### src/rtl/tdm_sel_pkg.sv
package tdm_sel_pkg;

    localparam int DEF_LINKS         = 4;
    localparam int DEF_MAP_BITS      = 32;
    localparam int DEF_BITS_PER_SLOT = 8;
    localparam int DEF_CLKS_PER_BIT  = 2;
    localparam int DEF_CFG_W         = 4;

    typedef enum logic {
        FP_HIGH = 1'b0,
        FP_LOW  = 1'b1
    } fp_pol_e;

    // Flat map bit that enables slot n in the interleaved layout
    function automatic int map_src_bit(input int n, input int nlinks, input int mbits);
        return (n % nlinks) * mbits + (n / nlinks);
    endfunction

endpackage

### src/rtl/tdm_frame_aligner.sv
module tdm_frame_aligner
    import tdm_sel_pkg::*;
#(
    parameter int CLKS_PER_BIT  = DEF_CLKS_PER_BIT,
    parameter int BITS_PER_SLOT = DEF_BITS_PER_SLOT,
    parameter int SLOTS         = DEF_LINKS * DEF_MAP_BITS,
    parameter int PH_W          = $clog2(CLKS_PER_BIT),
    parameter int BIT_W         = $clog2(BITS_PER_SLOT),
    parameter int SLOT_W        = $clog2(SLOTS)
) (
    input  logic              clk,
    input  logic              rst,
    input  logic              fp_in,
    input  logic              fp_active_low,
    output logic              sample_now,
    output logic [SLOT_W-1:0] cur_slot,
    output logic              misplaced
);

    fp_pol_e pol;
    logic    fp_n, fp_prev, sof, aligned, pos_ok;

    logic [PH_W-1:0]   ph_q,   ph_c,   ph_d;
    logic [BIT_W-1:0]  bit_q,  bit_c,  bit_d;
    logic [SLOT_W-1:0] slot_q, slot_c, slot_d;
    logic              ph_last, bit_last, slot_last;

    assign pol  = fp_pol_e'(fp_active_low);
    assign fp_n = (pol == FP_LOW) ? ~fp_in : fp_in;
    assign sof  = fp_n & ~fp_prev;

    // Position of the current cycle: a frame start forces zero
    assign ph_c   = sof ? '0 : ph_q;
    assign bit_c  = sof ? '0 : bit_q;
    assign slot_c = sof ? '0 : slot_q;

    assign ph_last   = (ph_c   == PH_W'(CLKS_PER_BIT - 1));
    assign bit_last  = (bit_c  == BIT_W'(BITS_PER_SLOT - 1));
    assign slot_last = (slot_c == SLOT_W'(SLOTS - 1));

    always_comb begin
        ph_d   = ph_last ? '0 : ph_c + 1'b1;
        bit_d  = bit_c;
        slot_d = slot_c;
        if (ph_last) begin
            bit_d = bit_last ? '0 : bit_c + 1'b1;
            if (bit_last)
                slot_d = slot_last ? '0 : slot_c + 1'b1;
        end
    end

    assign pos_ok     = aligned | sof;
    assign sample_now = pos_ok & ph_last;
    assign cur_slot   = slot_c;
    assign misplaced  = sof & aligned & ((|ph_q) | (|bit_q) | (|slot_q));

    always_ff @(posedge clk) begin
        if (rst) begin
            fp_prev <= 1'b0;
            aligned <= 1'b0;
            ph_q    <= '0;
            bit_q   <= '0;
            slot_q  <= '0;
        end else begin
            fp_prev <= fp_n;
            if (sof)
                aligned <= 1'b1;
            if (pos_ok) begin
                ph_q   <= ph_d;
                bit_q  <= bit_d;
                slot_q <= slot_d;
            end
        end
    end

endmodule

### src/rtl/tdm_slot_map.sv
module tdm_slot_map
    import tdm_sel_pkg::*;
#(
    parameter int NUM_LINKS = DEF_LINKS,
    parameter int MAP_BITS  = DEF_MAP_BITS,
    parameter int SLOTS     = NUM_LINKS * MAP_BITS,
    parameter int SLOT_W    = $clog2(SLOTS),
    parameter int LINK_W    = $clog2(NUM_LINKS)
) (
    input  logic [NUM_LINKS*MAP_BITS-1:0] map_regs,
    input  logic [SLOT_W-1:0]             slot,
    output logic                          hit,
    output logic [LINK_W-1:0]             owner
);

    logic [SLOTS-1:0] merged;

    for (genvar n = 0; n < SLOTS; n++) begin : g_merge
        assign merged[n] = map_regs[map_src_bit(n, NUM_LINKS, MAP_BITS)];
    end

    assign hit   = merged[slot];
    assign owner = slot[LINK_W-1:0];

endmodule

### src/rtl/tdm_cfg_check.sv
module tdm_cfg_check
    import tdm_sel_pkg::*;
#(
    parameter int NUM_LINKS = DEF_LINKS,
    parameter int CFG_W     = DEF_CFG_W
) (
    input  logic [NUM_LINKS*CFG_W-1:0] link_cfg,
    output logic                       mismatch
);

    logic [NUM_LINKS-2:0] differs;

    for (genvar k = 1; k < NUM_LINKS; k++) begin : g_cmp
        assign differs[k-1] = (link_cfg[k*CFG_W +: CFG_W] != link_cfg[0 +: CFG_W]);
    end

    assign mismatch = |differs;

endmodule

### src/rtl/tdm_slot_selector.sv
module tdm_slot_selector
    import tdm_sel_pkg::*;
#(
    parameter int NUM_LINKS     = DEF_LINKS,
    parameter int MAP_BITS      = DEF_MAP_BITS,
    parameter int BITS_PER_SLOT = DEF_BITS_PER_SLOT,
    parameter int CLKS_PER_BIT  = DEF_CLKS_PER_BIT,
    parameter int CFG_W         = DEF_CFG_W,
    localparam int SLOTS        = NUM_LINKS * MAP_BITS,
    localparam int SLOT_W       = $clog2(SLOTS),
    localparam int LINK_W       = $clog2(NUM_LINKS)
) (
    input  logic                          clk,
    input  logic                          rst,
    input  logic                          fp_active_low,
    input  logic                          fp_in,
    input  logic                          sdata_in,
    input  logic [NUM_LINKS*MAP_BITS-1:0] map_regs,
    input  logic [NUM_LINKS*CFG_W-1:0]    link_cfg,
    output logic                          bit_out,
    output logic                          bit_valid,
    output logic [SLOT_W-1:0]             slot_num,
    output logic [LINK_W-1:0]             link_idx,
    output logic                          frame_err,
    output logic                          cfg_err
);

    typedef struct packed {
        logic              valid;
        logic              data;
        logic [SLOT_W-1:0] slot;
        logic [LINK_W-1:0] link;
        logic              ferr;
        logic              cerr;
    } beat_t;

    logic              sample_now, misplaced, hit, mismatch;
    logic [SLOT_W-1:0] cur_slot;
    logic [LINK_W-1:0] owner;
    beat_t             beat_q;

    tdm_frame_aligner #(
        .CLKS_PER_BIT (CLKS_PER_BIT),
        .BITS_PER_SLOT(BITS_PER_SLOT),
        .SLOTS        (SLOTS)
    ) i_align (
        .clk          (clk),
        .rst          (rst),
        .fp_in        (fp_in),
        .fp_active_low(fp_active_low),
        .sample_now   (sample_now),
        .cur_slot     (cur_slot),
        .misplaced    (misplaced)
    );

    tdm_slot_map #(
        .NUM_LINKS(NUM_LINKS),
        .MAP_BITS (MAP_BITS)
    ) i_map (
        .map_regs(map_regs),
        .slot    (cur_slot),
        .hit     (hit),
        .owner   (owner)
    );

    tdm_cfg_check #(
        .NUM_LINKS(NUM_LINKS),
        .CFG_W    (CFG_W)
    ) i_cfg (
        .link_cfg(link_cfg),
        .mismatch(mismatch)
    );

    always_ff @(posedge clk) begin
        if (rst) begin
            beat_q <= '0;
        end else begin
            beat_q.ferr  <= misplaced;
            beat_q.cerr  <= mismatch;
            beat_q.valid <= sample_now & hit & ~mismatch;
            if (sample_now) begin
                beat_q.data <= sdata_in;
                beat_q.slot <= cur_slot;
                beat_q.link <= owner;
            end
        end
    end

    assign bit_out   = beat_q.data;
    assign bit_valid = beat_q.valid;
    assign slot_num  = beat_q.slot;
    assign link_idx  = beat_q.link;
    assign frame_err = beat_q.ferr;
    assign cfg_err   = beat_q.cerr;

endmodule

### config.mk
export PLATFORM = sky130hd
export DESIGN_NAME = tdm_slot_selector
export DESIGN_NICKNAME = d
export VERILOG_FILES = /design/src/rtl/tdm_sel_pkg.sv /design/src/rtl/tdm_frame_aligner.sv /design/src/rtl/tdm_slot_map.sv /design/src/rtl/tdm_cfg_check.sv /design/src/rtl/tdm_slot_selector.sv
export SDC_FILE = /design/constraint.sdc
export NUM_CORES = 1
export LEC_CHECK = 0
export ABC_AREA = 1
export BUFFER_PORTS_ARGS = -buffer_cell sky130_fd_sc_hd__buf_2
export CAP_MARGIN = 40
export CELL_PAD_IN_SITES_DETAIL_PLACEMENT = 0
export CELL_PAD_IN_SITES_GLOBAL_PLACEMENT = 2
export CORE_MARGIN = 2
export CORE_UTILIZATION = 22
export DETAILED_ROUTE_END_ITERATION = 10
export PLACE_DENSITY = 0.95
export SYNTH_ARGS = -nofsm -noshare
export SYNTH_HDL_FRONTEND = slang
export SYNTH_HIERARCHICAL = 1
export SYNTH_SLANG_ARGS = --single-unit
### constraint.sdc
create_clock -name clk -period 4.3 [get_ports clk]
set_input_delay 0.215 -clock clk [delete_from_list [all_inputs] [get_ports clk]]
set_output_delay 0.215 -clock clk [all_outputs]
set_load 0.005 [all_outputs]
* After elaboration in Yosys (flattened, before gate mapping) *
Index checks and enable logic that the tools add are counted.
Widths: inputs -> output; s select.

storage, ports and cells
  word-level logic and storage cells = 47
  flip-flop bits (word level) = 26

cells by class
  magnitude comparators = 1
  reduce and logical (&&, ||, !) cells = 3
  $add $sub $neg = 3
  bitwise logic cells = 12
  equality and inequality tests = 5
  mux-type cells = 12

operator list
  cell                 count
  $mux 7               4
  $ne 4x4->1           3
  $mux 3               3
  $lt 7x8->1 const B   1
  $add 7x1->7 const B  1
  $bmux 1 s7           1
  $eq 7x7->1 const B   1
  $reduce_or 7->1      1
  $and 1x1->1          6
  $reduce_or 3->1      2
  $mux 1               4
  $add 3x1->3 const B  1
  $eq 3x3->1 const B   1
  $not 1->1            3
  $or 1x1->1           3
  $add 1x1->1 const B  1

* Depth between registers and ports, before layout *
Gate-level depths: netlist of run 1.

  word-level depth = 8
  gate-level depth with buffers = 20
  gate-level depth less buffers = 18

* By module *
Netlist of run 1, hierarchy kept.

by module, submodules not included
  module             area each (sq um)  instances  seq. area each (sq um)  cells each
  tdm_slot_map       1353.8             1          0.0                     298
  tdm_frame_aligner  825.8              1          260.2                   118
  tdm_slot_selector  510.5              1          260.2                   72
  tdm_cfg_check      163.9              1          0.0                     39

* Least setup slack after synthesis of run 1 *
No wires, ideal clock.

  path type = register to register
  from = register i_align.fp_prev
  to = register beat_q, in the netlist bit_valid
  setup time = 0.114 ns
  data arrival time = 1.811 ns
  required time = 4.186 ns
  path slack = 2.375 ns
  cell stages (with the launch flop) = 20
  cell sequence = dfxtp_1 inv_1 nand3_4 buf_6 nand2_1 inv_1 buf_2 inv_1 buf_6 nand3_1 nand3_1 nand3_1 nand2_1 nand2_1 nand3_1 nand2_1 nand2_1 nand2_1 nand2_4 nor3_2

between the ends
  cells in the longest elaborated chain, start to end = 7
  elaborated cells between the ends (all ways) = 10
  classes of those cells = mux: 4; bitwise: 6

ends and longest elaborated chain
  item                          RTL line                 source
  start, declared               tdm_frame_aligner.sv:21  logic fp_n, fp_prev, sof, aligned, pos_ok;
  start signal, assigned        tdm_frame_aligner.sv:65  fp_prev <= fp_n;
  $not 1->1                     tdm_frame_aligner.sv:30  assign sof = fp_n & ~fp_prev;
  $and 1x1->1                   tdm_frame_aligner.sv:30
  $mux 7                        tdm_frame_aligner.sv:35  assign slot_c = sof ? '0 : slot_q;
  via cur_slot[1]               tdm_slot_selector.sv:38  logic [SLOT_W-1:0] cur_slot;
  $bmux 1 s7                    tdm_slot_map.sv:22       assign hit = merged[slot];
  $mux 1 (not written as such)  tdm_slot_map.sv:22
  via hit                       tdm_slot_selector.sv:37  logic sample_now, misplaced, hit, mismatch;
  $and 1x1->1 (2 in a row)      tdm_slot_selector.sv:80  beat_q.valid <= sample_now & hit & ~mismatch;
  end, declared                 tdm_slot_selector.sv:40  beat_t beat_q;

The timed path passes the listed nets, and every way through them passes these cells. The select of a mux whose other input is x is not followed.
A chain may end at the register's enable or synchronous reset.

* Final worst setup path of run 1 *
Ends and elaborated chain as after synthesis.

==> results of run 1 <==
## sequential cells by signal (all words and copies together), names as in the netlist, 2 cells and up
register,flops
slot_num,7
i_align/slot_q,7
i_align/bit_q,3
link_idx,2
## how the worst max path moves through the flow
stage,cells after the start,to,slack [ns],startpoint
floorplan,19,bit_valid$_SDFF_PP0_,2.37,i_align/fp_prev$_SDFF_PP0_
global placement,18,bit_valid$_SDFF_PP0_,1.52,fp_in
detailed placement,17,bit_valid$_SDFF_PP0_,1.65,fp_active_low
CTS,15,bit_valid$_SDFF_PP0_,1.72,i_align/fp_prev$_SDFF_PP0_
global route,15,bit_valid$_SDFF_PP0_,1.47,i_align/fp_prev$_SDFF_PP0_
finish,15,bit_valid$_SDFF_PP0_,1.80,i_align/fp_prev$_SDFF_PP0_
## kinds of logic (layout without fill, tap and decap cells)
group	after synthesis	count (layout)	synth area share, %
adders and majority gates	3	3	1.32
DFF	26	26	18.2
and+or+nand+nor	390	390	60.0
xor gates and xnor gates	3	3	0.921
other	0	1	0
buffers and inverters	84	224	15.0
AOI/OAI and AO/OA	21	21	4.56
## metal layers
metal | global-route usage (%) | wire length, um
met5 | 0 | 0
met1 | 18.2 | 4630
met4 | 3.99 | 191
met2 | 25.5 | 4850
met3 | 2.66 | 571
## cells in the mapped netlist
| cell | number |
|---|---|
| ha_1 | 3 |
| xnor2_1 | 1 |
| nand2_1 | 212 |
| nand3_4 | 1 |
| nor2_8 | 1 |
| o21bai_1 | 3 |
| nor3_1 | 1 |
| nor3_2 | 1 |
| nand3b_1 | 1 |
| clkbuf_1 | 1 |
| xor2_1 | 2 |
| o211a_1 | 1 |
| a211oi_1 | 1 |
| nand3_1 | 127 |
| nor2_1 | 37 |
| a311oi_1 | 1 |
| nand2_2 | 2 |
| buf_6 | 10 |
| buf_2 | 12 |
| o21ai_0 | 7 |
| inv_1 | 52 |
| inv_2 | 3 |
| o21ai_1 | 1 |
| nor4_1 | 2 |
| a31oi_1 | 1 |
| dfxtp_1 | 26 |
| o211ai_1 | 2 |
| nor2_4 | 1 |
| a21oi_1 | 4 |
| nand2_4 | 4 |
| buf_4 | 6 |
## tightest hold or removal path, stage by stage
cell	delay (ns)
buf_2	0.07
inv_1	0.03
nand2_1	0.04
nand2_1	0.04
nor2_1	0.07
## through the flow
stage | power [mW] | utilization (%) | hold WS, ns | cell area [um2] | instances
after CTS | 0.835 | 30.3 | 0.234 | 3820 | 839
final | 0.828 | 30.3 | 0.233 | 3820 | 840
after detailed placement | 0.563 | 29.4 | 0.462 | 3720 | 835
after global routing | 0.885 | 30.3 | 0.284 | 3820 | 840
after floorplan | 0.456 | - | 0.282 | 2850 | 527
after global placement | 0.557 | 29.1 | 0.458 | 3670 | 833
## cell type report
class	count	area, um2
Antenna cell	1	2.50
Clock buffer	3	75.1
Clock inverter	1	30.0
Fill cell	1499	8800
Inverter	55	206
Multi-Input combinational cell	417	1910
Sequential cell	26	520
Tap cell	172	215
Timing Repair Buffer	165	868
## power by group through the flow
stage	sequential (mW)	combinational, mW	clock [mW]
2_1_floorplan	0.267	0.189	0
3_3_place_gp	0.268	0.289	0
3_5_place_dp	0.268	0.294	0
4_1_cts	0.263	0.295	0.277
5_1_grt	0.265	0.333	0.288
6_report	0.263	0.290	0.275
==> metrics.md, run 1 <==
| Metric | Value |
|---|---|
| Commonest non-fill, non-tap cells in the layout | 212 x nand2_1, 161 x buf_2, 127 x nand3_1 |
| Placement Setup Slack | 1.65 ns |
| Leak | around 2.1 nW |
| Fin crit period | 2.50 ns |
| FF-to-FF Start | i_align/fp_prev$_SDFF_PP0_ |
| Max Cap Viol | 0 |
| Status | complete, no violations |
| Post-CTS Resized | 0 |
| Drt drc | 0 |
| Crit start category | register |
| Synthesized netlist cell count | between 500 and 600 |
| Top cells by area, synth | nand2_1 28%, nand3_1 22%, dfxtp_1 18%, inv_1 6.8%, nor2_1 4.9% |
| Setup tns final | 0 ns |
| Combinational power share | 35.0% |
| Hold-critical path depth | 5 |
| PD cells | between 200 and 250 mW/mm2 |
| Layout cells sized above 1 | 27.4% |
| Worst-path clk slew | around 0.070 ns |
| Total gr overflow | 0 |
| Final worst setup slack | 1.80 ns |
| Final Setup Violations | 0 |
| Fin crit share | between 50% and 60% |
| Cell variety after synth | 31 |
| Critical path data arrival time | 2.65 ns |
| Crit Path Category | reg -> reg |
| Initial antenna violation count | 1 |
| Vias per std cell | 4.30 |
| Clock Path Buffers | 2 |
| Switching Fraction | between 30% and 40% |
| WP data required | 4.45 ns |
| Crit path largest cell delay | 0.45 ns |
| RSZ-0062 raised after global routing | false |
| CP most frequent cell | nand2_1 |
| First-pass GRT wire length | about 17000 um |
| Clock Sinks | 26 |
| Largest net degree at the start of global routing | 69 |
| CP top delay family | simple AND/OR/NAND/NOR gates |
| Max-slew headroom at the worst pin | 54.2% |
| Post-Syn Area | 0.00285 mm2 |
| Hold wc startpoint | sdata_in |
| Placeable Area | 0.0126 mm2 |
| Die Wd | 118 um |
| Critical Path Sink Type | register |
| Num CTS Buffers | 3 |
| Buffers on Ports | 161 |
| Register bit total from synthesis | 26 |
| Psw | 261 uW |
| Worst-margin pin slew | 0.686 ns |
| DPL Wire Length | 8120 um |
| Top Ports | approximately 160 |
| DR pass1 iterations | 4 |
| Die H | 118 um |
| Rows | 41 |
| Vias | 3616 |
| Final GP Congestion | 0.777 |
| Worst R2R Setup Slack | approximately 1.8 ns |
| Vias in the first global route | 3600 |
| DR iter-0 viols | 210 |
| Clk_lat worst skew | 0.26 ns |
| Setup bufs post-CTS | 0 |
| Final hold vios | 0 |
| Maximum clock frequency | 400 MHz |
| RR Endpoint | bit_valid$_SDFF_PP0_ |
| Per-cell routed wire length | 12.2 um |
| Total GRT Usage | 14.6% |
| DIE AREA | 0.0139 mm2 |
| Syn avg cell area | 5.42 um2 |
| Hold WC Path Type | in -> reg |
| Yosys top cell area share | between 20% and 30% |
| Clk pwr share | around 33% |
| Commonest non-fill, non-tap cell in the layout | nand2_1 |
| CTS tree | built |
| Syn nets | 679 |
| Max Slew Vio Count | 0 |
| Final ANT Viol Nets | 0 |
| Final WL | 10200 um |
| CP max-delay cell | inv_1 |
| Root buf cell | clkbuf_16 |
| Sequential area share after synthesis | around 18% |
| Hold buffer count at cts | 0 |
| R2r worst-path depth | 15 |
| Synth warnings | 6 |
| Worst Hold Path EP | bit_out$_SDFFE_PP0P_ |
| Power Internal | approximately 570 uW |
| Cell taking the most area after synthesis | nand2_1 |
| Max H-tree Level | 1 |
| Cells along the critical path | inv_1, nand3_4, nand2_1, inv_1, inv_1, nand3_1, nand3_1, nand2_1, nand2_1, nand3_1, nand2_1, nand2_1, nand2_1, nand2_4, nor3_2 |
| Area growth, synth to finish | 34.0% |
| Initial Util | 22.6% |
| Worst path bufs/invs | 3 |
| Critical path fanouts, max | 18 |
| Final nets | 820 |
| Sequential power share | 31.8% |
| Max Clock Skew | 0.00252 ns |
| Max VDD drop | 104 uV |
(Power assumes the default switching activity.)
==> inputs of run 2 (changes only) <==
--- a/config.mk
+++ b/config.mk
@@ -11,9 +11,9 @@
 export CELL_PAD_IN_SITES_DETAIL_PLACEMENT = 0
 export CELL_PAD_IN_SITES_GLOBAL_PLACEMENT = 2
 export CORE_MARGIN = 2
-export CORE_UTILIZATION = 22
+export CORE_UTILIZATION = 18
 export DETAILED_ROUTE_END_ITERATION = 10
-export PLACE_DENSITY = 0.95
+export PLACE_DENSITY = 0.87
 export SYNTH_ARGS = -nofsm -noshare
 export SYNTH_HDL_FRONTEND = slang
 export SYNTH_HIERARCHICAL = 1
==> constraint.sdc (replaced) <==
create_clock -name clk -period 2.1 [get_ports clk]
set_input_delay 0.105 -clock clk [delete_from_list [all_inputs] [get_ports clk]]
set_output_delay 0.105 -clock clk [all_outputs]
set_load 0.005 [all_outputs]
==> metrics.md, run 2 (synthesis gave the netlist of run 1 again) <==
| Metric | Value |
|---|---|
| Initial Util | 18.2% (-4.5 points) |
| CTS tree | built |
| Clock Sinks | 26 (unchanged) |
| Worst-path clk slew | 0.07 ns (about the same) |
| Worst R2R Setup Slack | 0.17 ns (-1.64 ns) |
| Final ANT Viol Nets | 0 (unchanged) |
| Commonest non-fill, non-tap cells in the layout | 211 x nand2_1, 161 x buf_2, 127 x nand3_1 |
| Final worst setup slack | 0.165 ns (-1.64 ns) |
| Die H | 130 um (+10%) |
| Clk pwr share | 31.6% (-1.6 points) |
| Vias in the first global route | 3493 (-3.0%) |
| Root buf cell | clkbuf_16 |
| Max VDD drop | 285 uV (+170%) |
| Initial antenna violation count | 0 (-1) |
| Combinational power share | 37.6% (+2.6 points) |
| Final WL | 11600 um (+14%) |
| Crit start category | register |
| Overall Power | 1.75 mW (+110%) |
| Clock Path Buffers | 2 (unchanged) |
| Critical Path Sink Type | register |
| Worst Hold Path EP | bit_out$_SDFFE_PP0P_ |
| R2r worst-path depth | 13 (-2) |
| Total GRT Usage | 12.9% (-1.7 points) |
| Total gr overflow | 0 (unchanged) |
| Setup tns final | 0 ns (unchanged) |
| Max Slew Vio Count | 0 (unchanged) |
| Hold wc startpoint | sdata_in |
| Setup bufs post-CTS | 0 (unchanged) |
| Clk_lat worst skew | 0.26 ns (about the same) |
| Top Ports | 162 (unchanged) |
| Sequential power share | 30.8% (-1.0 points) |
| Hold buffer count at cts | 0 (unchanged) |
| Hold-critical path depth | 5 (unchanged) |
| FF-to-FF Start | i_align/fp_prev$_SDFF_PP0_ |
| Buffers on Ports | 161 (unchanged) |
| Rows | 46 (+12%) |
| DR iter-0 viols | 151 (-28%) |
| Psw | 554 uW (+110%) |
| Finished Cell Area | 0.00407 mm2 (+6.5%) |
| Drt drc | 0 (unchanged) |
| Hold WC Path Type | in -> reg |
| Crit Path Category | reg -> reg |
| Layout cells sized above 1 | 29.0% (+1.6 points) |
| Final hold vios | 0 (unchanged) |
| WP data required | 2.29 ns (-2.16 ns) |
| Placeable Area | 0.0157 mm2 (+25%) |
| PD cells | 429 mW/mm2 (+98%) |
| DR pass1 iterations | 4 (unchanged) |
| Post-CTS Resized | 0 (unchanged) |
| Per-cell routed wire length | 13.0 um (+6.7%) |
| Max-slew headroom at the worst pin | 78.3% (+24 points) |
| Area after DPL | 0.00388 mm2 (+4.4%) |
| Switching Fraction | 31.7% (+0.13 points) |
| Max Clock Skew | 0.00716 ns (+0.00464 ns) |
| Placement Setup Slack | 0.123 ns (-1.53 ns) |
| DPL Wire Length | 8910 um (+9.7%) |
| Maximum clock frequency | 517 MHz (+29%) |
| DIE AREA | 0.0169 mm2 (+21%) |
| Leak | 2.20 nW (+4.8%) |
| Largest net degree at the start of global routing | 65 (-5.8%) |
| First-pass GRT wire length | 17500 um (+3.4%) |
| Hold_ws | 0.136 ns (-0.0966 ns) |
| Power Internal | 1.19 mW (+110%) |
| Fin crit share | 92.1% (+34 points) |
| Critical path data arrival time | 2.12 ns (-0.53 ns) |
| Final Setup Violations | 0 (unchanged) |
| Critical path fanouts, max | 9 (-9) |
| Area growth, synth to finish | 42.7% |
| Vias | 3774 (+4.4%) |
| Commonest non-fill, non-tap cell in the layout | nand2_1 |
| Worst-margin pin slew | 0.326 ns (-0.361 ns) |
| Num CTS Buffers | 3 (unchanged) |
| Final GP Congestion | 0.820 (+5.6%) |
| Die Wd | 130 um (+10%) |
| Max Cap Viol | 0 (unchanged) |
| RSZ-0062 raised after global routing | true |
| Max H-tree Level | 1 (unchanged) |
| Status | complete, no violations |
| Diode count | 0 (-1) |
| Final nets | 832 (+1.5%) |
| Vias per std cell | 4.22 (-2.0%) |
| Fin crit period | 1.93 ns (-0.562 ns) |
| RR Endpoint | i_align/slot_q[5]$_SDFFE_PP0P_ |
run 2: area by class of cell:
cell class | instances | area (um2)
fill | 1847 | 11600
multi-input combinational | 417 | 1910
timing repair buffer | 177 | 1050
sequential | 26 | 520
tap | 216 | 270
inverter | 55 | 214
clock buffer | 3 | 75.1
clock inverter | 1 | 30.0
run 2: worst max path at each step:
stage	startpoint	to	slack (ns)	depth (start not counted)
2_1_floorplan	i_align/fp_prev$_SDFF_PP0_	bit_valid$_SDFF_PP0_	0.17	19
3_3_place_gp	i_align/fp_prev$_SDFF_PP0_	bit_valid$_SDFF_PP0_	0.14	17
3_5_place_dp	i_align/fp_prev$_SDFF_PP0_	bit_valid$_SDFF_PP0_	0.12	17
4_1_cts	i_align/fp_prev$_SDFF_PP0_	bit_valid$_SDFF_PP0_	0.10	17
5_1_grt	i_align/fp_prev$_SDFF_PP0_	bit_valid$_SDFF_PP0_	-0.01	18
6_report	i_align/fp_prev$_SDFF_PP0_	i_align/slot_q[5]$_SDFFE_PP0P_	0.17	13
run 2: through the flow:
| stage | instances | util [%] |
|---|---|---|
| 3_5_place_dp | 888 | 24.7 |
| 5_1_grt | 895 | 25.9 |
| 2_1_floorplan | 527 | - |
| 6_report | 895 | 25.9 |
| 4_1_cts | 892 | 25.4 |
| 3_3_place_gp | 888 | 24.7 |
run 2: worst max-delay path, cell delays in order (launching register included):
cell and delay, ns:
dfxtp_1 0.31, inv_1 0.05, nand3_4 0.13, buf_4 0.21, nand2_1 0.06, inv_1 0.07
ha_1 0.15, ha_1 0.19, nand3_1 0.10, nor2_1 0.22, nand3_1 0.10, nand2_1 0.08
nand3_1 0.07, a21oi_1 0.11
run 2: layer usage:
metal	track usage [%]	vias to the layer above	share of wire [%]
met2	23.2	96	48
met1	16.8	1687	46
met4	1.96	0	1.3
li1	-	1979	-
met3	1.48	12	4.4
met5	0	-	0
run 2: power by group through the flow:
| stage | combinational, mW | sequential [mW] | clock, mW |
|---|---|---|---|
| 3_3_place_gp | 0.637 | 0.549 | 0 |
| 4_1_cts | 0.638 | 0.537 | 0.573 |
| 3_5_place_dp | 0.635 | 0.549 | 0 |
| 5_1_grt | 0.749 | 0.542 | 0.592 |
| 2_1_floorplan | 0.386 | 0.547 | 0 |
| 6_report | 0.658 | 0.538 | 0.553 |
